## src/rtl/serial_rx9_pkg.sv

```systemverilog
`timescale 1ns/1ps
package serial_rx9_pkg;

  typedef enum logic [1:0] {
    ST_IDLE,
    ST_START,
    ST_DATA,
    ST_STOP
  } rxState_t;

  // strobes from the sequencer to the datapath
  typedef struct packed {
    logic takeFirst;   // capture first vote sample
    logic takeSecond;  // capture second vote sample
    logic shiftBit;    // push voted bit into the shift register
    logic finish;      // stop bit decided: frame complete
    logic frameNine;   // current frame is the long format
  } rxStrobes_t;

endpackage

```

## src/rtl/serial_rx9_ctrl.sv

```systemverilog
`timescale 1ns/1ps
module serial_rx9_ctrl
  import serial_rx9_pkg::*;
#(
  parameter int OVERSAMPLE = 16,
  parameter int DATA_W     = 8
) (
  input  logic       clk,
  input  logic       rstN,
  input  logic [1:0] modeSel,
  input  logic       rxEnable,
  input  logic       baudTick,
  input  logic       fallEdge,
  input  logic       vote,
  output rxStrobes_t strb
);

  localparam int CNT_W     = $clog2(OVERSAMPLE);
  localparam int MID       = OVERSAMPLE / 2;
  localparam int FIRST_AT  = MID - 1;
  localparam int SECOND_AT = MID;
  localparam int DECIDE_AT = MID + 1;
  localparam int LAST_AT   = OVERSAMPLE - 1;
  localparam int IDX_W     = $clog2(DATA_W + 1);

  rxState_t          state;
  logic [CNT_W-1:0]  tickCnt;
  logic [IDX_W-1:0]  bitIdx;
  logic              nineFrame;
  logic [IDX_W-1:0]  lastIdx;
  logic              startOk;
  logic              atFirst, atSecond, atDecide, atLast, busy;

  assign startOk  = rxEnable && (modeSel != 2'b00) && fallEdge;
  assign lastIdx  = nineFrame ? IDX_W'(DATA_W) : IDX_W'(DATA_W - 1);
  assign busy     = (state != ST_IDLE) && baudTick;
  assign atFirst  = busy && (tickCnt == CNT_W'(FIRST_AT));
  assign atSecond = busy && (tickCnt == CNT_W'(SECOND_AT));
  assign atDecide = busy && (tickCnt == CNT_W'(DECIDE_AT));
  assign atLast   = busy && (tickCnt == CNT_W'(LAST_AT));

  always_ff @(posedge clk or negedge rstN) begin
    if (!rstN) begin
      state     <= ST_IDLE;
      tickCnt   <= '0;
      bitIdx    <= '0;
      nineFrame <= 1'b0;
    end else if (state == ST_IDLE) begin
      if (startOk) begin
        state     <= ST_START;
        tickCnt   <= '0;
        bitIdx    <= '0;
        nineFrame <= modeSel[1];
      end
    end else if (baudTick) begin
      tickCnt <= atLast ? '0 : tickCnt + 1'b1;
      if (atDecide && ((state == ST_START && vote) || state == ST_STOP)) begin
        state <= ST_IDLE;
      end else if (atLast) begin
        if (state == ST_START) begin
          state <= ST_DATA;
        end else if (state == ST_DATA) begin
          if (bitIdx == lastIdx) state <= ST_STOP;
          else                   bitIdx <= bitIdx + 1'b1;
        end
      end
    end
  end

  always_comb begin
    strb.takeFirst  = atFirst;
    strb.takeSecond = atSecond;
    strb.shiftBit   = atDecide && (state == ST_DATA);
    strb.finish     = atDecide && (state == ST_STOP);
    strb.frameNine  = nineFrame;
  end

  // no reception starts when disabled or in the unsupported setting
  a_r7_no_start: assert property (@(posedge clk) disable iff (!rstN)
    (state == ST_IDLE && !(rxEnable && modeSel != 2'b00)) |=> (state == ST_IDLE));

  // the sample points of one bit never coincide
  a_r9_single_strobe: assert property (@(posedge clk) disable iff (!rstN)
    $onehot0({strb.takeFirst, strb.takeSecond, strb.shiftBit, strb.finish}));

endmodule

```

## src/rtl/serial_rx9_dp.sv

```systemverilog
`timescale 1ns/1ps
module serial_rx9_dp
  import serial_rx9_pkg::*;
#(
  parameter int DATA_W = 8
) (
  input  logic              clk,
  input  logic              rstN,
  input  logic              rxPin,
  input  logic              multiDrop,
  input  logic              rxFlagClear,
  input  rxStrobes_t        strb,
  output logic              fallEdge,
  output logic              vote,
  output logic [DATA_W-1:0] rxData,
  output logic              bit9Flag,
  output logic              rxFlag
);

  logic              syncA, rxSync, rxPrev;
  logic              firstSmp, secondSmp;
  logic [DATA_W:0]   shiftReg;
  logic [DATA_W-1:0] frameByte;
  logic              ninthVal;
  logic              accept;

  always_ff @(posedge clk or negedge rstN) begin
    if (!rstN) begin
      syncA  <= 1'b1;
      rxSync <= 1'b1;
      rxPrev <= 1'b1;
    end else begin
      syncA  <= rxPin;
      rxSync <= syncA;
      rxPrev <= rxSync;
    end
  end

  assign fallEdge = rxPrev & ~rxSync;
  assign vote = (firstSmp & secondSmp) | (firstSmp & rxSync) | (secondSmp & rxSync);

  always_ff @(posedge clk or negedge rstN) begin
    if (!rstN) begin
      firstSmp  <= 1'b1;
      secondSmp <= 1'b1;
      shiftReg  <= '0;
    end else begin
      if (strb.takeFirst)  firstSmp  <= rxSync;
      if (strb.takeSecond) secondSmp <= rxSync;
      if (strb.shiftBit)   shiftReg  <= {vote, shiftReg[DATA_W:1]};
    end
  end

  // long frame: byte in the low bits, ninth on top; short frame: byte in the top bits
  assign frameByte = strb.frameNine ? shiftReg[DATA_W-1:0] : shiftReg[DATA_W:1];
  assign ninthVal  = strb.frameNine ? shiftReg[DATA_W] : vote;
  assign accept    = !rxFlag && (!multiDrop || ninthVal);

  always_ff @(posedge clk or negedge rstN) begin
    if (!rstN) begin
      rxData   <= '0;
      bit9Flag <= 1'b0;
      rxFlag   <= 1'b0;
    end else if (strb.finish && accept) begin
      rxData   <= frameByte;
      bit9Flag <= ninthVal;
      rxFlag   <= 1'b1;
    end else if (rxFlagClear) begin
      rxFlag   <= 1'b0;
    end
  end

  // the flag only rises at a frame end
  a_r4_flag_source: assert property (@(posedge clk) disable iff (!rstN)
    $rose(rxFlag) |-> $past(strb.finish));

  // with filtering on, only frames carrying a 1 are accepted
  a_r5_filter: assert property (@(posedge clk) disable iff (!rstN)
    ($rose(rxFlag) && $past(multiDrop)) |-> bit9Flag);

  // a pending frame is never overwritten
  a_r10_hold: assert property (@(posedge clk) disable iff (!rstN)
    $past(rxFlag) |-> $stable({rxData, bit9Flag}));

  // a clear pulse drops a set flag
  a_r11_clear: assert property (@(posedge clk) disable iff (!rstN)
    (rxFlag && rxFlagClear) |=> !rxFlag);

endmodule

```

## src/rtl/serial_rx9.sv

```systemverilog
`timescale 1ns/1ps
module serial_rx9
  import serial_rx9_pkg::*;
#(
  parameter int OVERSAMPLE = 16,
  parameter int DATA_W     = 8
) (
  input  logic              clk,
  input  logic              rstN,
  input  logic [1:0]        modeSel,
  input  logic              multiDrop,
  input  logic              rxEnable,
  input  logic              baudTick,
  input  logic              rxPin,
  input  logic              rxFlagClear,
  output logic [DATA_W-1:0] rxData,
  output logic              bit9Flag,
  output logic              rxFlag
);

  rxStrobes_t strb;
  logic       fallEdge;
  logic       vote;

  serial_rx9_ctrl #(.OVERSAMPLE(OVERSAMPLE), .DATA_W(DATA_W)) u_ctrl (
    .clk      (clk),
    .rstN     (rstN),
    .modeSel  (modeSel),
    .rxEnable (rxEnable),
    .baudTick (baudTick),
    .fallEdge (fallEdge),
    .vote     (vote),
    .strb     (strb)
  );

  serial_rx9_dp #(.DATA_W(DATA_W)) u_dp (
    .clk         (clk),
    .rstN        (rstN),
    .rxPin       (rxPin),
    .multiDrop   (multiDrop),
    .rxFlagClear (rxFlagClear),
    .strb        (strb),
    .fallEdge    (fallEdge),
    .vote        (vote),
    .rxData      (rxData),
    .bit9Flag    (bit9Flag),
    .rxFlag      (rxFlag)
  );

endmodule

```

## config.mk

```make
export PLATFORM = sky130hd
export DESIGN_NAME = serial_rx9
export DESIGN_NICKNAME = d
export VERILOG_FILES = /design/src/rtl/serial_rx9_pkg.sv /design/src/rtl/serial_rx9_ctrl.sv /design/src/rtl/serial_rx9_dp.sv /design/src/rtl/serial_rx9.sv
export SDC_FILE = /design/constraint.sdc
export NUM_CORES = 1
export LEC_CHECK = 0
export BUFFER_PORTS_ARGS = -buffer_cell sky130_fd_sc_hd__clkbuf_2
export CAP_MARGIN = 20
export CORE_MARGIN = 3
export CORE_UTILIZATION = 40
export DETAILED_ROUTE_END_ITERATION = 16
export SLEW_MARGIN = 15
export SYNTH_ARGS = -nofsm -noshare
export SYNTH_HDL_FRONTEND = slang
export SYNTH_SLANG_ARGS = --single-unit
```

## constraint.sdc

```tcl
create_clock -name clk -period 2.3 [get_ports clk]
set_input_delay 0.115 -clock clk [delete_from_list [all_inputs] [get_ports clk]]
set_output_delay 0.115 -clock clk [all_outputs]
set_load 0.005 [all_outputs]
```

==> run metrics <==
Max-Cap Viols=0; sequential share of the synthesized area=48.89%; Max Slew Vio Count=0; diodes inserted=0; worst setup margin=around 0.37 ns; Critical Path AT=2.15 ns; leakage=about 1 nW; worst r2r src=u_ctrl.nineFrame$_DFFE_PN0P_; initial drt markers=approximately 120; # clock sinks=35; startpoint type of the worst setup path=register; Avg WL per Cell=between 10 and 15 µm; fin cells=between 200 and 250; Total GRT Usage=13.67%; CTS tree=done; PostCTS Resize Cnt=0; CTS HTree Levels=2; vias in the first global route=approximately 1,200; vias per cell=about 5.5; starting density of the core=between 40 and 50%; area grow syn2layout=15.81%; hpwl dp=roughly 2.4 mm; Slew headroom=43.56%; P_int=around 1.2 mW; worst skew pair latency=about 0.28 ns; Antenna Nets Post-Route=0; Final Util=approximately 50%; WP data required=2.52 ns; Setup TNS=0 ns; Hold Crit Depth=3; Synth Net Count=between 150 and 200; Die H=between 70 and 80 µm; EDFF count, synth=0; crit path max fanout=12; Cell variety after synth=39; Synth Instances=approximately 150; CP Capture Type=register; met1 usage=18.64%; worst slack at placement=about 0.4 ns; met2 usage=21.85%; total grt overflow=0; VDD IR-drop max=~0.30 mV; gpl congestion=a little under 0.8; Critical Path Start=u_ctrl.nineFrame$_DFFE_PN0P_; Area contributors post-synth=dfrtp_1, mux2_2, dfstp_2; Clock transition at path regs=roughly 0.08 ns; Mapped Avg Cell Area=between 10 and 15 µm²; first-pass GRT wire length=slightly below 6 mm; Post-synth ARST share=between 90% and 100%; synthesis warning total=0; status=finished, final reports clean; Post-Place Cells=around 220; Min-Delay Path Class=input pin to register; busiest grt layer=met2; Final Cycle Share=around 84%; Clock Skew=~0.007 ns; CP max stage cell=dfrtp_1; Worst-Margin Slew=0.8466 ns; fin crit period=between 1.5 and 2 ns; synthesized area=~1800 µm²; Setup CP Type=register to register; via count=between 1,000 and 1,500; top cell type's share of synthesized area=roughly two fifths; final wirelength=3.345 mm; Sw Ratio=29.77%; num ports=19; PnR Total Power=between 1.5 and 2 mW; # setup viols final=0; DR pass1 iterations=4; Final Hold Viols=0; Power Dens Cells=between 700 and 800 nW/µm²; crit-path cells=or2_2 > o22ai_1 > a21oi_1 > a211o_1 > nand3_1; std cell rows=23; layout cells sized above 1=around 40%; RSZ-0062 raised after global routing=no; Core Region=4173 µm²; initial antenna violation count=0; post-CTS setup buffer count=0; Comb pwr share=about a fifth; Clock power frac=approximately 33%; Sequential Power Share=48.1%; nets@finish=between 150 and 200; hold wc startpoint=rxFlagClear; PortBufs=18; synthesized flop and latch total=35; Residual DRC=0; die area=roughly 5400 µm²; met3 usage=3.030%; ys flop type=dfrtp_1; Max Clk Rate=518.0 MHz; length in cells of the worst reg-to-reg path=5; Yosys top cell by area=dfrtp_1; total net switching power=0.4943 mW; width of the die=between 70 and 80 µm; clock root buffer=clkbuf_8; slowest cell delay on critical path=0.55 ns; Num CTS Buffers=5; clk buf depth=2; largest net degree at the start of global routing=36
timing repair:
| item | in CTS | in global routing |
|---|---|---|
| hold buffers | 2 | 0 |
| endpoints found under the setup margin | 0 | 0 |
| endpoints found under the hold margin | 31 | 0 |
through the flow:
stage | cell area, µm² | hold slack (ns)
after floorplan | 1804 | -0.1806
final | 2090 | 0.09062
after global placement | 1957 | 0.2066
after CTS | 2090 | 0.08361
after global routing | 2090 | 0.09454
after detailed placement | 1957 | 0.2051
final cells by class:
type	instances	area, µm²
tap	50	62.56
inverter	7	26.28
timing repair buffer	24	140.1
clock inverter	3	43.79
clock buffer	5	68.82
fill	381	2083
multi-input combinational	105	865.8
sequential	35	882.1
worst paths after layout:
check                                          endpoint  slack (ns)
hold / removal                  u_dp.rxFlag$_DFFE_PN0P_        0.09
max in group asynchronous    u_dp.rxData[0]$_DFFE_PN0P_        1.30
hold reg to reg                   u_dp.rxSync$_DFF_PN1_        0.36
min in group asynchronous  u_ctrl.bitIdx[3]$_DFFE_PN0P_        0.47
setup / recovery           u_ctrl.bitIdx[2]$_DFFE_PN0P_        0.37
setup reg to reg           u_ctrl.bitIdx[2]$_DFFE_PN0P_        0.37
flip-flops by register name, indices dropped and copies added, names as in the netlist:
register,cells
u_ctrl.bitIdx,4
u_ctrl.nineFrame,1
u_ctrl.state,2
u_ctrl.tickCnt,4
u_dp.bit9Flag,1
u_dp.firstSmp,1
u_dp.rxData,8
u_dp.rxFlag,1
u_dp.rxPrev,1
u_dp.rxSync,1
u_dp.secondSmp,1
u_dp.shiftReg,9
u_dp.syncA,1
synth_stat cells (2+ instances only):
cell,n
ha_1,4
a31oi_1,4
a21oi_1,5
nand3_1,7
nor3_1,5
mux2_2,29
a211o_1,2
buf_2,3
nand3b_1,2
or2_2,3
clkbuf_1,2
dfstp_2,5
o31ai_1,2
nand2_1,9
inv_1,7
nor2_1,6
mux2i_1,3
dfrtp_1,30
o21ai_0,4
nor2b_1,2
power by group through the flow:
stage | Sequential, mW | Clock (mW) | Combinational, mW
after floorplan | 0.763 | 0 | 0.270
after global placement | 0.802 | 0 | 0.301
after detailed placement | 0.810 | 0 | 0.307
after CTS | 0.798 | 0.565 | 0.312
after global routing | 0.814 | 0.594 | 0.345
final | 0.799 | 0.550 | 0.312
worst max-delay path, delay by kind of cell (launching register included):
| kind | cells | cell delay (ns) |
|---|---|---|
| AOI/OAI and AO/OA | 3 | 0.84 |
| DFF | 1 | 0.55 |
| and+or+nand+nor | 2 | 0.47 |
layout by cell type, fill, tap and decap left out, drive strengths merged, types with 2 or more instances in the layout:
cell type and instances:
a211o 2, a21oi 6, a31oi 4, buf 4, clkbuf 23, clkinv 2
dfrtp 30, dfstp 5, dlygate4sd3 2, ha 4, inv 7, mux2 29
mux2i 3, nand2 9, nand3 7, nand3b 2, nand4 2, nor2 6
nor2b 2, nor3 5, o21ai 5, o31ai 2, or2 4
cell families (layout without fill, tap and decap cells):
| family | Yosys count | count (layout) | synth area share, % |
|---|---|---|---|
| DFF | 35 | 35 | 48.89 |
| muxes | 32 | 32 | 19.76 |
| AOI/OAI and AO/OA | 26 | 26 | 11.10 |
| buffers and inverters | 13 | 39 | 3.121 |
| adders and majority gates | 5 | 5 | 3.329 |
| and+or+nand+nor | 41 | 41 | 13.31 |
| xor gates and xnor gates | 1 | 1 | 0.4855 |
routing by layer:
metal / part of all wire [%] / vias to the layer above
met3: 3.6 / 2
met1: 46 / 623
met2: 50 / 25
met4: 0.57 / 0
met5: 0 / -
li1: - / 604
No activity file was read; power rests on OpenSTA's default activity.
